**src/rtl/airq_pkg.sv**
```systemverilog
package airq_pkg;
    localparam int AW           = 5;
    localparam int DW           = 32;
    localparam int ROUTE_EN_BIT = 8;

    localparam logic [AW-1:0] A_EN    = 5'd0;
    localparam logic [AW-1:0] A_ENSET = 5'd1;
    localparam logic [AW-1:0] A_ENCLR = 5'd2;
    localparam logic [AW-1:0] A_ARM   = 5'd3;
    localparam logic [AW-1:0] A_LVL   = 5'd4;
    localparam logic [AW-1:0] A_POL   = 5'd5;
    localparam logic [AW-1:0] A_SWREQ = 5'd6;
    localparam logic [AW-1:0] A_PEND  = 5'd7;
    localparam logic [AW-1:0] A_CLR   = 5'd8;
    localparam int            A_ROUTE = 16;
endpackage

```
**src/rtl/airq_qualify.sv**
```systemverilog
module airq_qualify #(
    parameter int N    = 32,
    parameter int HOLD = 100
) (
    input  logic         clk,
    input  logic         rst,
    input  logic [N-1:0] raw_i,
    output logic [N-1:0] qual_o
);
    localparam int CW = $clog2(HOLD + 1);

    typedef struct packed {
        logic [N-1:0]         smp;
        logic [N-1:0]         cand;
        logic [N-1:0]         qual;
        logic [N-1:0][CW-1:0] cnt;
    } flt_t;

    flt_t d, q;

    always_comb begin
        d     = q;
        d.smp = raw_i;
        for (int i = 0; i < N; i++) begin
            if (q.smp[i] != q.cand[i]) begin
                d.cand[i] = q.smp[i];
                d.cnt[i]  = '0;
            end else if (q.cnt[i] != CW'(HOLD - 1)) begin
                d.cnt[i] = q.cnt[i] + 1'b1;
            end else begin
                d.qual[i] = q.cand[i];
            end
        end
    end

    always_ff @(posedge clk) begin
        if (rst) q <= '0;
        else     q <= d;
    end

    assign qual_o = q.qual;

    // a filtered bit can only move to the value that was sampled just before
    p_hold_filter_r2: assert property (@(posedge clk) disable iff (rst)
        ((q.qual ^ $past(q.qual)) & (q.qual ^ $past(q.smp))) == '0);
endmodule

```
**src/rtl/airq_pend.sv**
```systemverilog
module airq_pend #(
    parameter int N = 32
) (
    input  logic         clk,
    input  logic         rst,
    input  logic [N-1:0] qual_i,
    input  logic [N-1:0] arm_i,
    input  logic [N-1:0] lvl_i,
    input  logic [N-1:0] pol_i,
    input  logic [N-1:0] swreq_i,
    input  logic [N-1:0] clr_i,
    output logic [N-1:0] pend_o
);
    typedef struct packed {
        logic [N-1:0] pend;
        logic [N-1:0] prevx;
    } pnd_t;

    pnd_t d, q;
    logic [N-1:0] act, evt;

    always_comb begin
        act     = qual_i ^ pol_i;
        evt     = (lvl_i & act) | (~lvl_i & act & ~q.prevx);
        d.prevx = act;
        d.pend  = (q.pend & ~clr_i) | ((evt | swreq_i) & arm_i);
    end

    always_ff @(posedge clk) begin
        if (rst) q <= '0;
        else     q <= d;
    end

    assign pend_o = q.pend;

    // a newly set pending bit had its arm bit set in the cycle before
    p_unarmed_r5: assert property (@(posedge clk) disable iff (rst)
        (q.pend & ~$past(q.pend) & ~$past(arm_i)) == '0);
    // a pending bit only falls when its clear bit was written
    p_sticky_r6: assert property (@(posedge clk) disable iff (rst)
        ($past(q.pend) & ~q.pend & ~$past(clr_i)) == '0);
    // an armed software request is pending one cycle later
    p_swreq_r7: assert property (@(posedge clk) disable iff (rst)
        ($past(swreq_i & arm_i) & ~q.pend) == '0);
endmodule

```
**src/rtl/airq_route.sv**
```systemverilog
module airq_route #(
    parameter int NSRC  = 32,
    parameter int NOUT  = 12,
    parameter int SEL_W = 5
) (
    input  logic [NSRC-1:0]            pend_i,
    input  logic [NOUT-1:0][SEL_W-1:0] sel_i,
    input  logic [NOUT-1:0]            en_i,
    output logic [NOUT-1:0]            out_o
);
    for (genvar k = 0; k < NOUT; k++) begin : g_line
        assign out_o[k] = en_i[k] && (32'(sel_i[k]) < NSRC) && pend_i[sel_i[k]];
    end
endmodule

```
**src/rtl/armed_irq_ctrl.sv**
```systemverilog
module armed_irq_ctrl
    import airq_pkg::*;
#(
    parameter int NSRC    = 32,
    parameter int NOUT    = 12,
    parameter int CLK_MHZ = 100,
    parameter int HOLD_NS = 1000
) (
    input  logic            clk,
    input  logic            rst,
    input  logic [NSRC-1:0] src_in,
    input  logic            wr_en,
    input  logic [AW-1:0]   wr_addr,
    input  logic [DW-1:0]   wr_data,
    input  logic [AW-1:0]   rd_addr,
    output logic [DW-1:0]   rd_data,
    output logic            irq,
    output logic [NOUT-1:0] ext_out
);
    localparam int HOLD_RAW = (CLK_MHZ * HOLD_NS + 999) / 1000;
    localparam int HOLD     = (HOLD_RAW < 1) ? 1 : HOLD_RAW;
    localparam int SEL_W    = (NSRC > 1) ? $clog2(NSRC) : 1;

    typedef struct packed {
        logic [NSRC-1:0]            en;
        logic [NSRC-1:0]            arm;
        logic [NSRC-1:0]            lvl;
        logic [NSRC-1:0]            pol;
        logic [NOUT-1:0][SEL_W-1:0] rsel;
        logic [NOUT-1:0]            ren;
    } regs_t;

    regs_t d, q;
    logic [NSRC-1:0] sw_req, clr_req, qual, pend;

    always_comb begin
        d       = q;
        sw_req  = '0;
        clr_req = '0;
        if (wr_en) begin
            case (wr_addr)
                A_EN:    d.en    = wr_data[NSRC-1:0];
                A_ENSET: d.en    = q.en | wr_data[NSRC-1:0];
                A_ENCLR: d.en    = q.en & ~wr_data[NSRC-1:0];
                A_ARM:   d.arm   = wr_data[NSRC-1:0];
                A_LVL:   d.lvl   = wr_data[NSRC-1:0];
                A_POL:   d.pol   = wr_data[NSRC-1:0];
                A_SWREQ: sw_req  = wr_data[NSRC-1:0];
                A_CLR:   clr_req = wr_data[NSRC-1:0];
                default: ;
            endcase
            for (int k = 0; k < NOUT; k++) begin
                if (wr_addr == AW'(A_ROUTE + k)) begin
                    d.rsel[k] = wr_data[SEL_W-1:0];
                    d.ren[k]  = wr_data[ROUTE_EN_BIT];
                end
            end
        end
    end

    always_ff @(posedge clk) begin
        if (rst) q <= '0;
        else     q <= d;
    end

    always_comb begin
        rd_data = '0;
        case (rd_addr)
            A_EN:    rd_data[NSRC-1:0] = q.en;
            A_ARM:   rd_data[NSRC-1:0] = q.arm;
            A_LVL:   rd_data[NSRC-1:0] = q.lvl;
            A_POL:   rd_data[NSRC-1:0] = q.pol;
            A_PEND:  rd_data[NSRC-1:0] = pend;
            default: ;
        endcase
        for (int k = 0; k < NOUT; k++) begin
            if (rd_addr == AW'(A_ROUTE + k)) begin
                rd_data[SEL_W-1:0]   = q.rsel[k];
                rd_data[ROUTE_EN_BIT] = q.ren[k];
            end
        end
    end

    airq_qualify #(.N(NSRC), .HOLD(HOLD)) u_qual (
        .clk(clk), .rst(rst), .raw_i(src_in), .qual_o(qual)
    );

    airq_pend #(.N(NSRC)) u_pend (
        .clk(clk), .rst(rst), .qual_i(qual), .arm_i(q.arm), .lvl_i(q.lvl),
        .pol_i(q.pol), .swreq_i(sw_req), .clr_i(clr_req), .pend_o(pend)
    );

    airq_route #(.NSRC(NSRC), .NOUT(NOUT), .SEL_W(SEL_W)) u_route (
        .pend_i(pend), .sel_i(q.rsel), .en_i(q.ren), .out_o(ext_out)
    );

    assign irq = |(pend & q.en);

    // enable-set turns on the written ones and leaves the rest alone
    p_enset_r9: assert property (@(posedge clk) disable iff (rst)
        (wr_en && wr_addr == A_ENSET) |=>
        (((q.en ^ $past(q.en)) & ~$past(wr_data[NSRC-1:0])) == '0) &&
        ((q.en & $past(wr_data[NSRC-1:0])) == $past(wr_data[NSRC-1:0])));
    // enable-clear turns off the written ones and leaves the rest alone
    p_enclr_r9: assert property (@(posedge clk) disable iff (rst)
        (wr_en && wr_addr == A_ENCLR) |=>
        (((q.en ^ $past(q.en)) & ~$past(wr_data[NSRC-1:0])) == '0) &&
        ((q.en & $past(wr_data[NSRC-1:0])) == '0));
    // a disabled route line stays low
    p_route_gate_r10: assert property (@(posedge clk) disable iff (rst)
        (ext_out & ~q.ren) == '0);
endmodule

```
**config.mk**
```make
export PLATFORM = sky130hd
export DESIGN_NAME = armed_irq_ctrl
export DESIGN_NICKNAME = d
export VERILOG_FILES = /design/src/rtl/airq_pkg.sv /design/src/rtl/airq_qualify.sv /design/src/rtl/airq_pend.sv /design/src/rtl/airq_route.sv /design/src/rtl/armed_irq_ctrl.sv
export SDC_FILE = /design/constraint.sdc
export NUM_CORES = 1
export LEC_CHECK = 0
export ABC_CLOCK_PERIOD_IN_PS = 2300
export BUFFER_PORTS_ARGS = -buffer_cell sky130_fd_sc_hd__buf_2
export CORE_MARGIN = 8
export CORE_UTILIZATION = 55
export CTS_CLUSTER_DIAMETER = 80
export DETAILED_ROUTE_END_ITERATION = 10
export PLACE_DENSITY = 0.78
export SLEW_MARGIN = 0
export SYNTH_ARGS = -nofsm -noshare
export SYNTH_HDL_FRONTEND = slang
export SYNTH_SLANG_ARGS = --single-unit
```
**constraint.sdc**
```tcl
create_clock -name clk -period 2.3 [get_ports clk]
set_input_delay 0.115 -clock clk [delete_from_list [all_inputs] [get_ports clk]]
set_output_delay 0.115 -clock clk [all_outputs]
set_load 0.005 [all_outputs]
```
# Word-level counts from Yosys, hierarchy flattened
# Cells that the tools add are included.
word_totals:
  ff_bits: 584
classes:
  eq_ne: 99
  n_addsub: 32
  mux: 54
  n_reduce_logical: 96
  bitwise_logic: 80
  n_lt_le_gt_ge: 12
ops:
  columns: ["cell", "count"]
  rows:
  - ["adder 7 x 1 -> 7 bit (second input constant)", 32]
  - ["bitwise AND 32 bit", 7]
  - ["inequality test 7 bit (second input constant)", 32]
  - ["one-hot mux 32 bit (5 select lines)", 1]
  - ["two-way mux 32 bit", 4]
  - ["inverter 32 bit", 4]
  - ["OR 32 bit", 4]
  - ["== test 5 bit (second input constant)", 24]
  - ["one-hot mux 32 bit (3 select lines)", 1]
  - ["AND reduction 2 bit", 48]
  - ["< comparator 5 x 6 -> 1 bit (second input constant)", 12]
  - ["inverter 1 bit", 64]
  - ["OR reduction 2 bit", 32]
  - ["binary-select mux 1 bit (select 5 bit)", 12]
  - ["two-way mux 5 bit", 12]
  - ["inequality test 1 bit", 32]
  - ["OR reduction 32 bit", 1]
  - ["bitwise XOR 32 bit", 1]
  - ["== test 5 x 3 -> 1 bit (second input constant)", 6]
  - ["two-way mux 1 bit", 24]
  - ["== test 5 x 2 -> 1 bit (second input constant)", 3]
  - ["logical AND 1 bit", 12]
  - ["zero test 5 bit", 2]
  - ["== test 5 x 1 -> 1 bit (second input constant)", 1]
  - ["2 further kinds", 2]

# Logic depth before layout (Yosys ltp)
depth:
  word_depth: 14
  depth_mapped: 8

# Modules after synthesis
# Synthesis repeated with hierarchy kept, for this count alone.
unflattened:
  cells_unflattened: 3471
  hier_area_um2: 30321.6
modules_own_cells:
  columns: ["mod", "cells_per_inst", "n_inst", "area_each_um2"]
  rows:
  - ["airq_qualify", 1551, 1, 13815.8]
  - ["armed_irq_ctrl", 1282, 1, 9828.2]
  - ["airq_route", 311, 1, 3658.5]
  - ["airq_pend", 327, 1, 3019.1]

# Worst setup path after synthesis
# OpenSTA, ideal clock, no wires.
synth_path:
  path_type: "register to output"
  start: "register q[37] (netlist name)"
  end: "output ext_out[5]"
  stages_incl_launch_ff: 6
  path_buffers: 1
  arrival_time_ns: 1.603
  path_slack_ns: 0.582
  path_cell_list: "dfxtp_1 > buf_2 > mux4_2 > mux2_2 > o311ai_0 > a21oi_1"
synth_via:
  elab_chain_cells: 3
synth_rtl:
  columns: ["element", "line", "rtl"]
  rows:
  - ["start, declared", "armed_irq_ctrl.sv:33", "regs_t d, q;"]
  - ["start signal, assigned", "armed_irq_ctrl.sv:62", "if (rst) q <= '0;"]
  - ["start signal, assigned", "armed_irq_ctrl.sv:63", "else q <= d;"]
  - ["binary-select mux 1 bit (select 5 bit)", "airq_route.sv:12", "assign out_o[k] = en_i[k] && (32'(sel_i[k]) < NSRC) && pend_i[sel_i[k]];"]
  - ["two-way mux 1 bit (implied by the code)", "airq_route.sv:12", null]
  - ["logical AND 1 bit", "airq_route.sv:12", null]
  - ["end, declared", "armed_irq_ctrl.sv:18", "output logic [NOUT-1:0] ext_out"]
# No other way between the ends. The select of a mux whose other input is x is not followed.

# Worst setup path in the final report
layout_path:
  start: "register u_pend.q, in the netlist u_pend.pend_o[10]"
  end: "output ext_out[3]"
layout_via:
  elab_chain_cells: 3
layout_rtl:
  columns: ["element", "line", "rtl"]
  rows:
  - ["start, declared", "airq_pend.sv:19", "pnd_t d, q;"]
  - ["start signal, assigned", "airq_pend.sv:30", "if (rst) q <= '0;"]
  - ["start signal, assigned", "airq_pend.sv:31", "else q <= d;"]
  - ["binary-select mux 1 bit (select 5 bit)", "airq_route.sv:12", null]
  - ["two-way mux 1 bit (implied by the code)", "airq_route.sv:12", null]
  - ["logical AND 1 bit", "airq_route.sv:12", null]
# No other way between the ends. The select of a mux whose other input is x is not followed.

==> results by group <==
GRT
  • Largest net degree at the start of global routing: 75
  • Number of global-route vias before repair: 24,500
  • Grt total ovfl: 0
  • GRT Total Usage: 27.3%
  • Global-route wire length before repair: 132,000 µm
  • Initial antenna violation count: 8

Timing
  • Period utilization: 114%
  • Worst clock skew: 18.1 ps
  • Fmax: 380 MHz
  • Final Hold Fails: 0
  • Slack of the critical path: -329 ps
  • Setup TNS: -2520 ps
  • Tmin final: 2630 ps
  • Fin. max-slew vios: 0
  • Hold_ws: 45.6 ps
  • Slew headroom: 42.0%
  • Final setup viols: 14
  • Slew @ Worst Pin: 870 ps
  • RSZ-0062 raised after global routing: true

Logic synthesis
  • Mapped Area: 0.0284 mm²
  • Seq cells post-synth: 584
  • Predominant post-synthesis flop cell: dfxtp_1
  • Async SR Flop Fraction: 0%
  • Mean Syn Cell Area: 8.66 µm²
  • Mapped Cells: 3,276
  • Sequential share of the synthesized area: 41.2%
  • Ranking of synthesized cells by area: dfxtp_1 41%, mux4_2 8.0%, a21oi_1 5.9%, nand2_1 5.5%, nor2_1 4.5%
  • Top cell type by total area after synthesis: dfxtp_1
  • Net Count, Synth: 3,385
  • Post-synth top area share: 41.2%
  • Synth cell types: 63
  • Number of enable flip-flop cells after synthesis: 0
  • Count of yosys warnings during synthesis: 0

Cells and area
  • Share of layout cells above drive strength 1: 16.2%
  • Multi-input gate area: 0.0157 mm²
  • Sequential cell area: 0.0118 mm²
  • Layout fillers: 4,070
  • Synthesis-to-layout area growth: 17.1%
  • Final instance area: 0.0332 mm²
  • Layout Nets: 3,567

Clocking
  • CTS tree: done
  • Clock-pin slew on the worst setup and hold paths: 70 ps
  • TritonCTS Buffers: 60
  • Root buffer cell: clkbuf_16
  • Worst-Skew Late Latency: 640 ps
  • CTS Sinks: 584
  • CTS H-tree lvls: 2
  • Clk buf depth: 3

Pwr
  • Pwr Total: 21.7 mW
  • Pwr/cell area: 653 mW/mm²
  • Peak VDD IR: 0.000620 V
  • Leakage power: 11.6 nW

Flow run
  • Max-cap violations: 0

Drt
  • Post-route DRC: 0
  • Wl on met1: 33,000 µm
  • Drt wl/cell: 20.1 µm
  • WL final: 84,100 µm
  • Detailed Routing Iterations Pass 1: 8
  • DR top layer: met5
  • DRT antenna net count: 0
  • Met3 WL: 8840 µm
  • Iter 0 DRT Violations: 2,837
  • Vias per std cell: 6.08
  • DR WL met2: 37,200 µm
  • Vias: 25,500

Floorplanning
  • Die W: 243 µm
  • Rows: 83
  • Core box area: 0.0512 mm²
  • Die area: 0.0591 mm²
  • Die Ht: 243 µm
  • Boundary pin count: 122
  • Initial core utilization: 55.4%

Status
  • Violated checks: setup timing
  • Run status: finished with violations

Setup path
  • Critical Path Start Type: flop
  • Critical path peak fanout: 7
  • CP Class: reg2out
  • CP endpoint kind: primary output
  • Worst Path Required: 2180 ps
  • Worst path arrival time: 2510 ps

Placement
  • Final GP Congestion: 1.02
  • Placed Area: 0.0298 mm²
  • Port Buffers: 121
  • Dpl hpwl: 55,700 µm

Min path
  • HP Class: in2reg
[per-layer routing]
layer  global-route usage (%)  vias to the layer above
met5                        0                        -
met4                     15.4                        8
met3                     6.91                      343
met2                     43.1                     1396
met1                     33.7                    11900
li1                         -                    11800
[repair_timing]
item / CTS / global route
resized for setup: 116 / 43
endpoints found under the setup margin: 19 / 17
pin swaps: 24 / 19
hold buffers: 77 / 0
endpoints found under the hold margin: 225 / 0
buffers inserted: 23 / 11
[final cells by class]
type,instances,share of cell area (%)
clock inverter,26,0.975
timing repair buffer,322,7.43
antenna,4,0.0301
clock buffer,80,4.99
multi-input combinational,2388,47.2
tap,680,2.56
sequential,584,35.7
inverter,102,1.15
[Yosys cell counts, types with 19 or more instances]
library cell    n
dfxtp_1       584
nand2_1       418
nor2_1        342
a21oi_1       332
o21ai_0       192
nand3_1       141
clkbuf_1      131
xnor2_1       127
mux2i_1       125
inv_1         102
mux4_2        101
nor2b_1        71
nand2b_1       69
or3_1          68
xor2_1         67
buf_2          54
a22oi_1        43
nor3_1         37
ha_1           32
nor4b_1        31
a222oi_1       26
nand3b_1       23
a311oi_1       22
o21ai_1        19
[final timing paths]
kind,depth (start not counted),slack (ps),endpoint,startpoint
max,7,-330,ext_out[3],u_pend.pend_o[10]
min,5,50,q[20],wr_addr[1]
max reg2reg,6,500,u_qual.qual_o[30],u_qual.q[210]
min reg2reg,2,470,q[153],q[153]
[registers in the layout (all words and copies together) (netlist names)]
| signal | cells |
|---|---|
| u_qual.q | 288 |
| q | 200 |
| u_pend.pend_o | 32 |
| u_pend.q | 32 |
| u_qual.qual_o | 32 |
[power breakdown]
part           switching [mW]  internal [mW]
clock                    4.16           5.64
combinational           0.811          0.578
sequential              0.219           10.3
total                    5.19           16.5
[critical path, cell delays in order (launching register included)]
cell,delay (ps)
dfxtp_4,400
buf_6,160
mux4_2,450
mux2i_1,150
o21ai_1,100
a311oi_2,350
a311oi_2,100
buf_2,170
[layout by cell type (no fill, tap or decap), types with 12 or more instances in the layout]
master         instances
buf_2                119
a311oi_2              12
clkbuf_16             60
nor2b_1               71
a222oi_1              26
clkbuf_1              12
o21ai_0              185
dfxtp_2               35
nand2_1              418
xor2_1                67
dfxtp_4               30
dlygate4sd3_1         77
a21oi_1              329
nor3_1                37
nand2b_1              69
nor4b_1               31
o21ai_1               26
mux4_2               101
or3_1                 68
buf_4                102
nand3_1              141
nor2_2                12
inv_1                102
a22oi_1               37
ha_1                  32
nor2_1               340
mux2i_1              121
xnor2_1              127
nand3b_1              23
dfxtp_1              519
[cell families after synthesis]
group / count (synthesis) / share of synthesized area, %
multiplexers: 232 / 12.7
flip-flops: 584 / 41.2
adder cells (fa/ha/maj): 32 / 1.41
AND/OR/NAND/NOR: 1248 / 20.7
buffers and inverters: 304 / 4.29
AO/OA/AOI/OAI: 682 / 13.7
XOR/XNOR: 194 / 5.99
[through the flow]
step | instances | worst slack, ps | util [%]
after floorplan | 3276 | 582 | -
after global placement | 3969 | 184 | 58.3
after detailed placement | 3969 | 108 | 58.3
after CTS | 4171 | -213 | 64.4
after global routing | 4184 | -364 | 64.9
final | 4186 | -329 | 64.9
Power figures use the tool's default switching activity.
